==> config.mk <==
export PLATFORM = sky130hd
export DESIGN_NAME = frm_len_sup
export DESIGN_NICKNAME = d
export VERILOG_FILES = /design/src/rtl/frm_len_pkg.sv /design/src/rtl/frm_len_limit.sv /design/src/rtl/frm_byte_ctr.sv /design/src/rtl/frm_rx_ctrl.sv /design/src/rtl/frm_len_sup.sv
export SDC_FILE = /design/constraint.sdc
export NUM_CORES = 1
export LEC_CHECK = 0
export ABC_AREA = 0
export BUFFER_PORTS_ARGS = -buffer_cell sky130_fd_sc_hd__buf_2
export CORE_AREA = 3 3 57 59
export CTS_CLUSTER_DIAMETER = 100
export DETAILED_ROUTE_END_ITERATION = 10
export DIE_AREA = 0 0 60 62
export PLACE_DENSITY = 0.82
export SYNTH_ARGS = -nofsm -noshare
export SYNTH_HDL_FRONTEND = slang
export SYNTH_SLANG_ARGS = --single-unit
==> constraint.sdc <==
create_clock -name clk_i -period 5.87 [get_ports clk_i]
set_input_delay 0.587 -clock clk_i [delete_from_list [all_inputs] [get_ports clk_i]]
set_output_delay 0.587 -clock clk_i [all_outputs]
set_load 0.03 [all_outputs]
==> src/rtl/frm_len_pkg.sv <==
package frm_len_pkg;
  localparam int unsigned CODE_W    = 7;
  localparam int unsigned BLK_SHIFT = 5;
  localparam int unsigned CNT_W     = CODE_W + BLK_SHIFT + 1;

  typedef enum logic [1:0] {
    ST_IDLE = 2'd0,
    ST_RECV = 2'd1,
    ST_DROP = 2'd2
  } rx_state_e;
endpackage

==> src/rtl/frm_len_limit.sv <==
module frm_len_limit #(
  parameter int unsigned CODE_W    = 7,
  parameter int unsigned BLK_SHIFT = 5,
  parameter int unsigned CNT_W     = CODE_W + BLK_SHIFT + 1
) (
  input  logic [CODE_W-1:0] code_i,
  output logic [CNT_W-1:0]  lim_p1_o,
  output logic [CNT_W-1:0]  lim_p2_o
);
  logic [CNT_W-1:0] blocks;
  logic [CNT_W-1:0] limit;

  // Block count is code + 1; limit is that many 2**BLK_SHIFT byte blocks.
  always_comb begin
    blocks   = CNT_W'(code_i) + CNT_W'(1);
    limit    = blocks << BLK_SHIFT;
    lim_p1_o = limit + CNT_W'(1);
    lim_p2_o = limit + CNT_W'(2);
  end
endmodule

==> src/rtl/frm_byte_ctr.sv <==
module frm_byte_ctr #(
  parameter int unsigned CNT_W = 13
) (
  input  logic             clk_i,
  input  logic             rst_n_i,
  input  logic             clr_i,
  input  logic             inc_i,
  output logic [CNT_W-1:0] cnt_o
);
  logic [CNT_W-1:0] cnt_q;
  logic [CNT_W-1:0] cnt_d;
  logic             cnt_en;

  always_comb begin
    cnt_en = clr_i | inc_i;
    if (clr_i) cnt_d = '0;
    else       cnt_d = cnt_q + CNT_W'(1);
  end

  always_ff @(posedge clk_i or negedge rst_n_i) begin
    if (!rst_n_i)    cnt_q <= '0;
    else if (cnt_en) cnt_q <= cnt_d;
  end

  assign cnt_o = cnt_q;
endmodule

==> src/rtl/frm_rx_ctrl.sv <==
module frm_rx_ctrl
  import frm_len_pkg::*;
#(
  parameter int unsigned CNT_W = 13
) (
  input  logic             clk_i,
  input  logic             rst_n_i,
  input  logic             sof_i,
  input  logic             byte_vld_i,
  input  logic             eof_i,
  input  logic             ack_i,
  input  logic             chk_en_i,
  input  logic [CNT_W-1:0] cnt_i,
  input  logic [CNT_W-1:0] lim_p1_i,
  input  logic [CNT_W-1:0] lim_p2_i,
  output logic             clr_o,
  output logic             inc_o,
  output logic             pass_o,
  output logic             irq_o,
  output logic             abort_o,
  output rx_state_e        state_o
);
  rx_state_e state_q, state_d;
  logic      irq_q, irq_d;
  logic      ab_q, ab_d;
  logic      set_irq, set_ab;
  logic      viol;
  logic [CNT_W:0] cnt_next_w;

  // Violation: this byte brings the count to limit+1 (or beyond, if the
  // check was enabled late in a frame).
  always_comb begin
    cnt_next_w = {1'b0, cnt_i} + {{CNT_W{1'b0}}, 1'b1};
    viol       = chk_en_i && (cnt_next_w >= {1'b0, lim_p1_i});
  end

  always_comb begin
    state_d = state_q;
    clr_o   = 1'b0;
    inc_o   = 1'b0;
    pass_o  = 1'b0;
    set_irq = 1'b0;
    set_ab  = 1'b0;
    if (sof_i) begin
      clr_o   = 1'b1;
      state_d = ST_RECV;
    end else begin
      unique case (state_q)
        ST_RECV: begin
          if (byte_vld_i) begin
            inc_o = 1'b1;
            if (viol) begin
              set_irq = 1'b1;
              set_ab  = 1'b1;
              state_d = ST_DROP;
            end else begin
              pass_o = 1'b1;
            end
          end
          if (eof_i && !(byte_vld_i && viol)) begin
            set_irq = 1'b1;
            state_d = ST_IDLE;
          end
        end
        ST_DROP: begin
          // one extra byte may be counted, then the count saturates
          if (byte_vld_i && (cnt_i < lim_p2_i)) inc_o = 1'b1;
        end
        default: ;
      endcase
    end
  end

  // Set wins over acknowledge in the same cycle.
  always_comb begin
    irq_d = set_irq | (irq_q & ~ack_i);
    ab_d  = set_ab  | (ab_q  & ~ack_i);
  end

  always_ff @(posedge clk_i or negedge rst_n_i) begin
    if (!rst_n_i) begin
      state_q <= ST_IDLE;
      irq_q   <= 1'b0;
      ab_q    <= 1'b0;
    end else begin
      state_q <= state_d;
      irq_q   <= irq_d;
      ab_q    <= ab_d;
    end
  end

  assign irq_o   = irq_q;
  assign abort_o = ab_q;
  assign state_o = state_q;
endmodule

==> src/rtl/frm_len_sup.sv <==
module frm_len_sup
  import frm_len_pkg::*;
(
  input  logic              clk_i,
  input  logic              rst_n_i,
  input  logic              sof_i,
  input  logic              byte_vld_i,
  input  logic              eof_i,
  input  logic              chk_en_i,
  input  logic [CODE_W-1:0] len_code_i,
  input  logic              ack_i,
  output logic              byte_pass_o,
  output logic              msg_end_irq_o,
  output logic              abort_sts_o,
  output logic [CNT_W-1:0]  byte_cnt_o
);
  logic [1:0]       rst_sync_q;
  logic             rst_sync_n;
  logic [CNT_W-1:0] lim_p1, lim_p2, cnt;
  logic             ctr_clr, ctr_inc;
  rx_state_e        state_q;

  // Asynchronous assertion, synchronous release.
  always_ff @(posedge clk_i or negedge rst_n_i) begin
    if (!rst_n_i) rst_sync_q <= 2'b00;
    else          rst_sync_q <= {rst_sync_q[0], 1'b1};
  end
  assign rst_sync_n = rst_sync_q[1];

  frm_len_limit #(.CODE_W(CODE_W), .BLK_SHIFT(BLK_SHIFT), .CNT_W(CNT_W)) u_limit (
    .code_i   (len_code_i),
    .lim_p1_o (lim_p1),
    .lim_p2_o (lim_p2)
  );

  frm_byte_ctr #(.CNT_W(CNT_W)) u_ctr (
    .clk_i   (clk_i),
    .rst_n_i (rst_sync_n),
    .clr_i   (ctr_clr),
    .inc_i   (ctr_inc),
    .cnt_o   (cnt)
  );

  frm_rx_ctrl #(.CNT_W(CNT_W)) u_ctrl (
    .clk_i      (clk_i),
    .rst_n_i    (rst_sync_n),
    .sof_i      (sof_i),
    .byte_vld_i (byte_vld_i),
    .eof_i      (eof_i),
    .ack_i      (ack_i),
    .chk_en_i   (chk_en_i),
    .cnt_i      (cnt),
    .lim_p1_i   (lim_p1),
    .lim_p2_i   (lim_p2),
    .clr_o      (ctr_clr),
    .inc_o      (ctr_inc),
    .pass_o     (byte_pass_o),
    .irq_o      (msg_end_irq_o),
    .abort_o    (abort_sts_o),
    .state_o    (state_q)
  );

  assign byte_cnt_o = cnt;
endmodule

==> flow_summary.toml <==
[floorplanning]
fp.dieW_um = 60
core.rowCount = 19
start_util_pct = 60.0
coreArea_um2 = 2760
die_h_um = 62
io_pins = 30
dieArea_um2 = 3720

[detailed_routing]
drc_errors = 0
drt-initial-drc-count = 47
wl_um = 3710
dr_total_vias = 1441
drt_pass1_iterations = 5
ant_nets = 0
vias_per_cell = 6.00
wl_per_cell_um = 15.5

[final_layout]
final_cells = 240
fillCellCount = 239
finalNetCount = 246
n_antenna_cell = 0
drive_gt1_share_pct = 23.0
area_delta_synth_final_pct = 11.3

[logic_synthesis]
ys.flop_type = "dfrtp_1"
yosysSeqAreaShare_pct = 28.7
synth-compound-area-share_pct = 11.9
synth_top_family_by_area = "simple AND/OR/NAND/NOR gates"
synth_area_um2 = 1650
synth_edf_count = 0
syn_nets = 216
yosys_warnings = 0
synth_mux_area_share_pct = 1.97
synth_cells = 180
avgSynthCellArea_um2 = 9.19
synth-seq-cells = 19
async_flop_share_pct = 100
synth_xor_area_share_pct = 10.6
synthSimpleGateAreaFrac_pct = 27.1
synth_fa_ha_area_share_pct = 16.6
synth_cell_types = 48

[min_path]
min_path_type = "input pin to asynchronous set/reset pin"

[clock_network]
clkSinkCount = 19
numCtsBuffers = 3
worstSkewPairLatency_ns = 0.30
cts_htree_levels = 1
cts_resized = 0
cts_tree = "done"
ctsHoldBuffers = 0
ctsLongestPathBuffers = 2
cts_root_buf = "clkbuf_4"
clkSlewWorstSetupHoldPaths_ns = 0.12
cts_setup_buffers = 0

[sta]
fmax_mhz = 252
relSlewSlack_pct = 52.8
tightest_slew_ns = 0.708
period_minus_slack_ns = 3.97
rsz0062_at_grt = "false"
fin_crit_sh_pct = 67.7
setup_tns_ns = 0
setup_violations = 0
hold_viol = 0
maxSlewViolCount = 0
fin_skew_ns = 0.000875

[power_and_ir_drop]
vdd_drop_max_v = 0.000145
total_power_w = 0.000264
p_per_area_nw_per_um2 = 144
p_leak_nw = 0.951

[grt]
grt_usage_pct = 22.1
antenna_found_initial = 0
grt_pass1_vias = 1349
grt_max_degree = 23
grt.overflow.total = 0
grt_pass1_wl_um = 6230

[placement]
dpl.cell_count = 236
gp_congestion = 0.890
io_buffers = 29
dp_hpwl_um = 2950

[critical_path]
crit_arrival_ns = 3.39
cp_max_fo = 9
critical_path_required_ns = 5.28
critPathKind = "register to output port"
end_kind = "output port"
cp-start-kind = "register"
rrSetupSlack_ns = 2.87

[outcome]
status = "finished, final reports clean"

[job]
maxCapViolCount = 0
## cells in the mapped netlist (all sizes together) (5+ instances only)
library cell  count  area [um^2]
a21oi             5         36.3
and3              6         38.8
dfrtp            19          475
ha               22          275
inv               6         22.5
nand2            15         63.8
nand3            15         80.1
nor2             14         52.6
nor2b             9         56.3
o21ai             7         35.0
xnor2             8         70.1
xor2             12          105
## final timing paths
| check | cells after the start | start | end |
|---|---|---|---|
| min in group clk_i | 0 | rst_sync_q[0] | rst_sync_q[1] |
| hold / removal | 1 | rst_n_i | rst_sync_q[0] |
| setup reg to reg | 12 | u_ctr.cnt_o[1] | u_ctrl.state_o[0] |
| setup / recovery | 13 | u_ctr.cnt_o[1] | byte_pass_o |
| max in group asynchronous | 0 | rst_sync_q[1] | u_ctrl.state_o[0] |
| hold reg to reg | 0 | rst_sync_q[1] | u_ctr.cnt_o[4] |
## layout make-up
class / count / area, um^2 / share of cell area (%)
Clock buffer: 3 / 22.5 / 1.22
Clock inverter: 1 / 5.00 / 0.272
Inverter: 6 / 22.5 / 1.22
Multi-Input combinational cell: 151 / 1130 / 61.5
Sequential cell: 19 / 475 / 25.8
Tap cell: 31 / 38.8 / 2.11
Timing Repair Buffer: 29 / 145 / 7.89
## placed cells by master, fill, tap and decap left out, types with 2 or more instances in the layout
cell type,netlist,routed
o21ai_0,5,5
dfrtp_1,19,19
nand2_1,14,14
xnor2_1,8,8
a21o_1,2,2
xor2_1,12,12
clkbuf_4,0,3
or4_2,3,3
nor2b_1,9,9
ha_1,22,22
buf_2,2,29
nand4_1,3,3
or2_2,2,2
inv_1,6,6
nand2b_1,2,2
and3_1,5,5
o21ai_1,2,2
nand3b_1,2,2
nor4_1,2,2
a31oi_1,2,2
nor2_1,14,14
nand3_1,14,14
a21oi_1,4,4
## power by group
| group | internal [W] | switching [W] | leakage, nW |
|---|---|---|---|
| clock | 0.0000253 | 0.0000431 | 0.0177 |
| combinational | 0.0000211 | 0.0000344 | 0.678 |
| sequential | 0.000134 | 0.00000607 | 0.255 |
| total | 0.000181 | 0.0000835 | 0.951 |
## critical path, cell delays in order (launching register included)
cell	delay [ns]
dfrtp_1	0.50
inv_1	0.14
nor3_4	0.28
nand3_2	0.18
nor2_1	0.23
nand3_1	0.12
xnor2_1	0.15
ha_1	0.34
a21o_1	0.17
a21oi_1	0.16
o21ai_0	0.14
a2bb2oi_1	0.29
nor2b_1	0.19
buf_2	0.21
## per-stage QoR
stage	area [um^2]	util, %	setup slack (ns)	hold WS [ns]
after global routing	1840	66.7	1.52	0.0238
after floorplan	1650	-	2.27	0.213
after detailed placement	1810	65.7	2.27	0.322
final	1840	66.7	1.90	0.0474
after CTS	1840	66.7	1.92	0.0435
after global placement	1810	65.7	2.43	0.302
## sequential cells by signal, summed over array words and instances (netlist names)
register / flops
u_ctrl.irq_o: 1
rst_sync_q: 2
u_ctrl.abort_o: 1
u_ctrl.state_o: 2
u_ctr.cnt_o: 13
## cell families after synthesis
kind of cell | count (synthesis)
other | 1
AOI/OAI and AO/OA | 26
and+or+nand+nor | 79
buffers and inverters | 10
muxes | 3
adders and majority gates | 22
xor gates and xnor gates | 20
DFF | 19
## per-layer routing
metal  vias up  wire length [um]  GRT usage (%)
met4         0                32           5.38
met3         6               160           3.10
met1       696              1750           30.3
met2        34              1760           36.9
met5         -                 0              0
li1        705                 -              -
Note: power is estimated with default switching activity, not from simulation.
